<file path="src/rtl/css_pkg.sv">
package css_pkg;
  typedef enum logic {FMT_SPI = 1'b0, FMT_FS = 1'b1} fmt_e;

  function automatic int unsigned max2(int unsigned a, int unsigned b);
    return (a > b) ? a : b;
  endfunction
endpackage

</file>
<file path="src/rtl/css_sync_in.sv">
module css_sync_in #(
  parameter int unsigned STAGES = 2
) (
  input  logic clk_i,
  input  logic rst_ni,
  input  logic pin_i,
  output logic lvl_o
);
  logic [STAGES-1:0] ff_q;

  for (genvar i = 0; i < STAGES; i++) begin : g_stage
    always_ff @(posedge clk_i or negedge rst_ni) begin
      if (!rst_ni) ff_q[i] <= 1'b0;
      else if (i == 0) ff_q[i] <= pin_i;
      else ff_q[i] <= ff_q[(i == 0) ? 0 : i-1];
    end
  end

  assign lvl_o = ff_q[STAGES-1];
endmodule

</file>
<file path="src/rtl/css_timer.sv">
module css_timer #(
  parameter int unsigned DIV_TAB [4] = '{8, 16, 32, 64},
  parameter int unsigned DRDY_HI = 2,
  parameter int unsigned CNT_W   = 8
) (
  input  logic       clk_i,
  input  logic       rst_ni,
  input  logic       restart_i,
  input  logic [1:0] mode_i,
  output logic       stb_o,
  output logic       raise_o
);
  logic [CNT_W-1:0] cnt_q;
  logic [CNT_W-1:0] last_c, raise_at_c;

  assign last_c     = CNT_W'(DIV_TAB[mode_i] - 1);
  assign raise_at_c = CNT_W'(DIV_TAB[mode_i] - 1 - DRDY_HI);

  always_ff @(posedge clk_i or negedge rst_ni) begin
    if (!rst_ni)                 cnt_q <= '0;
    else if (restart_i)          cnt_q <= '0;
    else if (cnt_q == last_c)    cnt_q <= '0;
    else                         cnt_q <= cnt_q + 1'b1;
  end

  assign stb_o   = !restart_i && (cnt_q == last_c);
  assign raise_o = !restart_i && (cnt_q == raise_at_c);
endmodule

</file>
<file path="src/rtl/css_settle.sv">
module css_settle
  import css_pkg::*;
#(
  parameter int unsigned SPI_T = 128,
  parameter int unsigned FS_T  = 128,
  localparam int unsigned SW   = $clog2(max2(SPI_T, FS_T) + 1)
) (
  input  logic clk_i,
  input  logic rst_ni,
  input  logic restart_i,
  input  logic stb_i,
  input  fmt_e fmt_i,
  output logic complete_o,
  output logic done_o
);
  logic [SW-1:0] cnt_q;
  logic [SW-1:0] last_c;
  logic          done_q;

  assign last_c     = (fmt_i == FMT_FS) ? SW'(FS_T - 1) : SW'(SPI_T - 1);
  assign complete_o = stb_i && !done_q && (cnt_q == last_c);

  always_ff @(posedge clk_i or negedge rst_ni) begin
    if (!rst_ni) begin
      cnt_q  <= '0;
      done_q <= 1'b0;
    end else if (restart_i) begin
      cnt_q  <= '0;
      done_q <= 1'b0;
    end else if (stb_i && !done_q) begin
      cnt_q  <= cnt_q + 1'b1;
      done_q <= complete_o;
    end
  end

  assign done_o = done_q;
endmodule

</file>
<file path="src/rtl/css_ready.sv">
module css_ready
  import css_pkg::*;
(
  input  logic clk_i,
  input  logic rst_ni,
  input  logic restart_i,
  input  logic sync_lvl_i,
  input  logic stb_i,
  input  logic complete_i,
  input  logic done_i,
  input  logic raise_i,
  input  fmt_e fmt_i,
  input  logic clk_loss_i,
  output logic drdy_o,
  output logic dout_force_low_o
);
  logic drdy_q, lost_q;

  always_ff @(posedge clk_i or negedge rst_ni) begin
    if (!rst_ni)                            drdy_q <= 1'b1;
    else if (restart_i)                     drdy_q <= 1'b1;
    else if (stb_i && (done_i || complete_i)) drdy_q <= 1'b0;
    else if (raise_i)                       drdy_q <= 1'b1;
  end

  // lost clock needs a fresh sync pulse to clear
  always_ff @(posedge clk_i or negedge rst_ni) begin
    if (!rst_ni)          lost_q <= 1'b0;
    else if (!sync_lvl_i) lost_q <= 1'b0;
    else if (clk_loss_i)  lost_q <= 1'b1;
  end

  assign drdy_o           = drdy_q | restart_i;
  assign dout_force_low_o = (fmt_i == FMT_FS) && (restart_i || !done_i || lost_q);
endmodule

</file>
<file path="src/rtl/conv_sync_seq.sv">
module conv_sync_seq
  import css_pkg::*;
#(
  parameter int unsigned DIV_TAB [4] = '{8, 16, 32, 64},
  parameter int unsigned DRDY_HI     = 2,
  parameter int unsigned CNT_W       = 8,
  parameter int unsigned SETTLE_SPI  = 128,
  parameter int unsigned SETTLE_FS   = 128,
  parameter int unsigned SYNC_STAGES = 2
) (
  input  logic       clk_i,
  input  logic       rst_ni,
  input  logic       sync_ni,
  input  logic [1:0] mode_i,
  input  logic       fmt_fs_i,
  input  logic       clk_loss_i,
  output logic       conv_stb_o,
  output logic       drdy_o,
  output logic       dout_force_low_o,
  output logic       filt_rst_o
);
  logic       sync_lvl, restart, stb, raise, complete, done;
  logic [1:0] mode_q;
  fmt_e       fmt;

  assign fmt = fmt_e'(fmt_fs_i);

  css_sync_in #(.STAGES(SYNC_STAGES)) u_sync (
    .clk_i, .rst_ni, .pin_i(sync_ni), .lvl_o(sync_lvl)
  );

  always_ff @(posedge clk_i or negedge rst_ni) begin
    if (!rst_ni) mode_q <= 2'd0;
    else         mode_q <= mode_i;
  end

  // mode change acts as a one-clock sync event
  assign restart = !sync_lvl || (mode_i != mode_q);

  css_timer #(.DIV_TAB(DIV_TAB), .DRDY_HI(DRDY_HI), .CNT_W(CNT_W)) u_timer (
    .clk_i, .rst_ni, .restart_i(restart), .mode_i(mode_q),
    .stb_o(stb), .raise_o(raise)
  );

  css_settle #(.SPI_T(SETTLE_SPI), .FS_T(SETTLE_FS)) u_settle (
    .clk_i, .rst_ni, .restart_i(restart), .stb_i(stb), .fmt_i(fmt),
    .complete_o(complete), .done_o(done)
  );

  css_ready u_ready (
    .clk_i, .rst_ni, .restart_i(restart), .sync_lvl_i(sync_lvl),
    .stb_i(stb), .complete_i(complete), .done_i(done), .raise_i(raise),
    .fmt_i(fmt), .clk_loss_i, .drdy_o, .dout_force_low_o
  );

  assign conv_stb_o = stb;
  assign filt_rst_o = restart;
endmodule

</file>
<file path="config.mk">
export PLATFORM = sky130hd
export DESIGN_NAME = conv_sync_seq
export DESIGN_NICKNAME = d
export VERILOG_FILES = /design/src/rtl/css_pkg.sv /design/src/rtl/css_sync_in.sv /design/src/rtl/css_timer.sv /design/src/rtl/css_settle.sv /design/src/rtl/css_ready.sv /design/src/rtl/conv_sync_seq.sv
export SDC_FILE = /design/constraint.sdc
export NUM_CORES = 1
export LEC_CHECK = 0
export BUFFER_PORTS_ARGS = -buffer_cell sky130_fd_sc_hd__buf_2
export CAP_MARGIN = 25
export CORE_MARGIN = 4
export CORE_UTILIZATION = 35
export CTS_BUF_LIST = sky130_fd_sc_hd__clkbuf_4 sky130_fd_sc_hd__clkbuf_8 sky130_fd_sc_hd__clkbuf_16
export DETAILED_ROUTE_END_ITERATION = 6
export MAX_ROUTING_LAYER = met4
export PLACE_DENSITY = 0.61
export SLEW_MARGIN = 20
export SYNTH_ARGS = -nofsm -noshare
export SYNTH_HDL_FRONTEND = slang
export SYNTH_SLANG_ARGS = --single-unit
</file>
<file path="constraint.sdc">
create_clock -name clk_i -period 2.4 [get_ports clk_i]
set_clock_uncertainty 0.1 [all_clocks]
set_input_delay 0.48 -clock clk_i [delete_from_list [all_inputs] [get_ports clk_i]]
set_output_delay 0.48 -clock clk_i [all_outputs]
set_load 0.01 [all_outputs]
</file>
==> impl_metrics.tcl, run 1 <==
set metrics [dict create \
    min_period_ns 2.657 \
    setup_viol 1 \
    finalPower_uw 640.2 \
    core_region_area_sq_mm 0.003153 \
    clock_latency_ns 0.30 \
    routed_via_density 4.840 \
    drive_above_1_share_pct 27.27 \
    maxSlewHeadroom_pct 67.15 \
    p_leak_uw 0.0005856 \
    grtUsageMet2_pct 21.66 \
    powerDensity_mw_per_mm2 437.3 \
    io_pins 11 \
    grt_pass1_wl_um 4236 \
    synth_area_sq_mm 0.001200 \
    clock_path_buffers 2 \
    detail_route.iter0.violations 13 \
    grt_antenna_before_repair 0 \
    rr_worst_depth 9 \
    final_cell_mix "dfrtp_1, nor2_1, buf_4" \
    tritoncts "done" \
    fillerInstances 324 \
    min_path_type "in2async" \
    clockRootBuffer "clkbuf_4" \
    grt_pass1_vias 962 \
    syn_inst 118 \
    period_share_pct 110.7 \
    crit_type "reg2out" \
    vias 905 \
    p_sw_share_pct 24.01 \
    grt_overflow 0 \
    p_comb_share_pct 10.5 \
    htreeDepth 1 \
    grt_max_degree 24 \
    crit_path_start_kind "flop" \
    wl_per_cell_um 12.48 \
    ys.flop_type "dfrtp_1" \
    status "finished with violations" \
    io_buffers 10 \
    syn_to_final_growth_pct 22.00 \
    start_util_pct 38.06 \
    yosysSeqAreaShare_pct 48.07 \
    synth_edf_count 0 \
    fin_ws_ns -0.2569 \
    grt_use_met3_pct 1.518 \
    cp.arrival_ns 2.08 \
    holdWs_ns 0.01690 \
    drc 0 \
    yosys_warnings 0 \
    diodes 0 \
    grt_util_met1_pct 15.17 \
    ir_worst_vdd_v 0.0001976 \
    seq_power_share_pct 62.1 \
    max_freq_ghz 0.3764 \
    postRouteAntennaNets 0 \
    cts_hold_buf 0 \
    synth_cell_types 34 \
    tightest_slew_ns 0.4927 \
    max_cap_viol_count 0 \
    gp_congestion 0.8270 \
    clk_pin_slew_worst_paths_ns 0.12 \
    wirelength_um 2333 \
    switching_power_uw 153.7 \
    first_pass_iters 4 \
    setup_tns_ns -0.2569 \
    failed_checks "setup timing" \
    dieArea_sq_mm 0.004429 \
    clock_sinks 23 \
    gr-max-usage-layer "met2" \
    async_flop_share_pct 100.0 \
    hold_viol 0 \
    syn_nets 129 \
    drv_slew 0 \
    syn_area_per_cell_sq_um 10.17 \
    power.internal_uw 486.5 \
    clkPwrFrac_pct 27.3 \
    die_h_um 66.55 \
    cp.required_ns 1.82 \
    num_rows 20 \
    hpwl_um 1767 \
    numCtsBuffers 3 \
    end_kind "primary output" \
    die_x_um 66.55 \
    nets 155 \
    track_usage_pct 12.61 \
    critPathMaxFanout 4 \
    rsz0062_at_grt "yes" \
    final_common_cell "dfrtp_1" \
    synth_seq_cells 23 \
]
-- cell usage after synthesis, types with 2 or more instances --
cell / count / area share [%]
nand4_1: 2 / 1.0
inv_1: 8 / 2.5
a211oi_1: 4 / 2.5
a21oi_1: 4 / 1.7
dfrtp_1: 22 / 46
nand2_1: 5 / 1.6
nand2b_1: 3 / 1.6
xnor2_1: 12 / 8.8
and3_1: 5 / 2.6
nor2_1: 18 / 5.6
a2111oi_2: 2 / 2.5
o21ai_1: 2 / 0.83
xor2_1: 2 / 1.5
nor3_1: 2 / 0.83
ha_1: 4 / 4.2
nand3_1: 4 / 1.7
o21a_1: 2 / 1.3
-- critical path: stages, from the launching register on --
cell and delay (ns):
dfrtp_1 0.43, or2_4 0.25, ha_4 0.27, xor2_2 0.17
o2111ai_2 0.13, a211o_1 0.31, nor2_2 0.09, buf_2 0.13
-- per-stage QoR --
stage / cell area (sq um) / worst slack (ns) / std cells / utilization [%]
2_1_floorplan: 1227 / 0.01865 / 118 / -
6_report: 1464 / -0.2569 / 187 / 46.43
3_5_place_dp: 1374 / 0.08975 / 177 / 43.57
4_1_cts: 1416 / -0.2465 / 183 / 44.92
3_3_place_gp: 1374 / 0.1348 / 177 / 43.57
5_1_grt: 1464 / -0.3549 / 187 / 46.43
-- power by group through the flow --
| stage | combinational [uW] | clock [uW] | sequential, uW |
|---|---|---|---|
| 2_1_floorplan | 33.1 | 0 | 404 |
| 3_3_place_gp | 57.6 | 0 | 405 |
| 3_5_place_dp | 59.3 | 0 | 405 |
| 4_1_cts | 61.7 | 187 | 398 |
| 5_1_grt | 76.5 | 204 | 399 |
| 6_report | 67.5 | 175 | 398 |
-- registers in the layout, indices dropped and copies added, names as in the netlist --
register,cells
mode_q,2
u_settle.done_o,1
u_ready.lost_q,1
u_timer.cnt_q,8
u_sync.ff_q,1
u_sync.lvl_o,1
u_ready.drdy_q,1
u_settle.cnt_q,8
-- final timing paths --
| path | end | start | slack, ns |
|---|---|---|---|
| setup reg to reg | u_settle.cnt_q[7] | mode_q[1] | 0.08 |
| hold reg to reg | u_sync.lvl_o | u_sync.ff_q[0] | 0.27 |
| max in group asynchronous | u_ready.drdy_q | rst_ni | 1.83 |
| hold / removal | u_ready.lost_q | rst_ni | 0.02 |
| min in group clk_i | u_sync.ff_q[0] | sync_ni | 0.17 |
| setup / recovery | conv_stb_o | mode_q[1] | -0.26 |
-- cell type report --
| class | instances | area (sq um) | area share (%) |
|---|---|---|---|
| inverter | 8 | 30.03 | 2.051 |
| clock inverter | 1 | 5.005 | 0.3419 |
| sequential | 23 | 576.8 | 39.40 |
| tap | 44 | 55.05 | 3.761 |
| timing repair buffer | 23 | 147.6 | 10.09 |
| multi-input combinational | 85 | 626.9 | 42.82 |
| clock buffer | 3 | 22.52 | 1.538 |
-- what timing repair did --
item / in CTS / in global routing
setup endpoints to repair: 1 / 3
resized for setup: 0 / 3
setup buffers: 2 / 4
pin swaps: 0 / 3
-- routing by layer --
layer  share of wire [%]  vias up
li1                    -      458
met1                  47      434
met2                  49       11
met3                 2.5        2
met4                 1.0        0
met5                   0        -
-- logic make-up after synthesis --
family	share of synthesized area [%]
XOR/XNOR	10.22
adder cells (fa/ha/maj)	4.171
AND/OR/NAND/NOR	18.25
flip-flops	48.07
buffers and inverters	3.232
AO/OA/AOI/OAI	16.06
(Power assumes the default switching activity.)
==> run 2, diff against run 1 <==
--- a/config.mk
+++ b/config.mk
@@ -17,3 +17,4 @@
 export SYNTH_ARGS = -nofsm -noshare
 export SYNTH_HDL_FRONTEND = slang
 export SYNTH_SLANG_ARGS = --single-unit
+export TNS_END_PERCENT = 30
==> constraint.sdc (replaced) <==
create_clock -name clk_i -period 2.29 [get_ports clk_i]
set_clock_uncertainty 0.1 [all_clocks]
set_input_delay 0.458 -clock clk_i [delete_from_list [all_inputs] [get_ports clk_i]]
set_output_delay 0.458 -clock clk_i [all_outputs]
set_load 0.01 [all_outputs]
==> run 2 against run 1 <==
Compared with the run above: the run ends with hold timing, setup timing left; worst hold slack worse by 0.020 ns; wire length is 10% higher; global-route usage is 0.32 points higher; design area is 1.5% higher; largest power group unchanged; register-to-register slack hardly changed; final cell count is 1.1% lower.
==> impl_metrics.tcl, run 2 (same netlist as run 1, synthesis figures left out) <==
set metrics [dict create \
    status "finished with violations" \
    failed_checks "hold timing, setup timing" \
    final_common_cell "dfrtp_1" \
    dp_slack_ns 0.01716 \
    setup_tns_ns -0.3473 \
    clock_sinks 23 \
    dieArea_sq_mm 0.004429 \
    syn_to_final_growth_pct 23.88 \
    ir_worst_vdd_v 0.0002652 \
    hpwl_um 1847 \
    postRouteAntennaNets 0 \
    maxSlewHeadroom_pct 64.69 \
    min_period_ns 2.637 \
    clock_latency_ns 0.32 \
    finalPower_uw 695.2 \
    grt_overflow 0 \
    vias 950 \
    drv_slew 0 \
    rr_worst_depth 8 \
    routed_via_density 5.135 \
    numCtsBuffers 3 \
    track_usage_pct 12.93 \
    grt_pass1_wl_um 4195 \
    clock_path_buffers 2 \
    num_rows 20 \
    diodes 0 \
    period_share_pct 115.2 \
    grt_antenna_before_repair 0 \
    r2r_start "mode_q[1]" \
    io_pins 11 \
    max_freq_ghz 0.3792 \
    die_x_um 66.55 \
    end_kind "primary output" \
    first_pass_iters 5 \
    grt_pass1_vias 973 \
    setup_viol 1 \
    nets 153 \
    placed_area_sq_mm 0.001381 \
    largestRegisters "u_settle.cnt_q: 8 flops, u_timer.cnt_q: 8 flops, mode_q: 2 flops" \
    max_cap_viol_count 0 \
    tightest_slew_ns 0.5297 \
    wl_per_cell_um 13.91 \
    core_region_area_sq_mm 0.003153 \
    wirelength_um 2573 \
    hold_viol 11 \
    crit_type "reg2out" \
    clockRootBuffer "clkbuf_4" \
    detail_route.iter0.violations 17 \
    drc 0 \
    die_h_um 66.55 \
    rsz0062_at_grt "yes" \
    p_leak_uw 0.0005887 \
    crit_path_start_kind "flop" \
    io_buffers 10 \
    grt_max_degree 24 \
    drive_above_1_share_pct 29.08 \
    tritoncts "done" \
    final_cell_mix "dfrtp_1, nor2_1, buf_4" \
    cts_hold_buf 0 \
    cp.required_ns 1.73 \
    powerDensity_mw_per_mm2 467.7 \
    timing.rr.end "u_settle.cnt_q[4]" \
    clk_pin_slew_worst_paths_ns 0.12 \
    min_path_type "in2async" \
    cp.arrival_ns 2.08 \
    start_util_pct 38.06 \
    gp_congestion 0.8276 \
    holdWs_ns -0.003419 \
    reg2reg_setup_slack_ns 0.08 \
    fin_ws_ns -0.3473 \
    htreeDepth 1 \
    critPathMaxFanout 3 \
    finalInstanceArea_sq_mm 0.001486 \
]
==> run 2: cell count changes in the layout (fill, tap and decap cells not counted), sizes merged <==
cell / delta
clkbuf: +1
clkinv: -1
buf: -2
==> run 2: layer usage <==
layer  vias up  global-route usage (%)  wire, um
li1        458                       -         -
met1       445                   15.18      1240
met2        34                   20.54      1108
met3        13                   2.361       125
met4         0                   7.868        98
met5         -                       -         0
==> run 2: layout make-up <==
class                           instances  area [sq um]
Multi-Input combinational cell         85         661.9
Timing Repair Buffer                   21         132.6
Clock buffer                            4         30.03
Tap cell                               44         55.05
Fill cell                             302          1667
Inverter                                8         30.03
Sequential cell                        23         576.8
==> run 2: worst max path at each step <==
stage	startpoint	end	slack (ns)	cells past startpoint
global placement	mode_q[1]	conv_stb_o	0.04	7
global route	mode_q[1]	conv_stb_o	-0.45	7
detailed placement	mode_q[1]	conv_stb_o	0.02	7
CTS	mode_q[1]	conv_stb_o	-0.35	7
floorplan	mode_q[1]	conv_stb_o	-0.06	7
finish	mode_q[1]	conv_stb_o	-0.35	7
==> run 2: per-stage QoR <==
stage	utilization (%)	std cells
5_1_grt	47.14	185
6_report	47.14	185
2_1_floorplan	-	118
3_3_place_gp	43.81	178
4_1_cts	45.04	183
3_5_place_dp	43.81	178
==> run 2: repair_timing <==
item                       CTS  global route
setup buffers                1             2
gates resized for setup      1             7
pin swaps                    0             2
setup endpoints to repair    2            10
==> run 2: power breakdown <==
part	leakage (uW)	switching, uW	total [uW]	internal [uW]
Combinational	0.000264	42.9	76.3	33.4
Sequential	0.000307	4.30	417	412
Clock	0.0000184	122	202	80.1
==> run 2: worst max-delay path: stages, from the launching register on <==
cell       delay, ns
dfrtp_1         0.42
or2_4           0.25
ha_4            0.27
xor2_2          0.17
o2111ai_2       0.14
a211o_1         0.27
nor2_2          0.11
buf_2           0.13
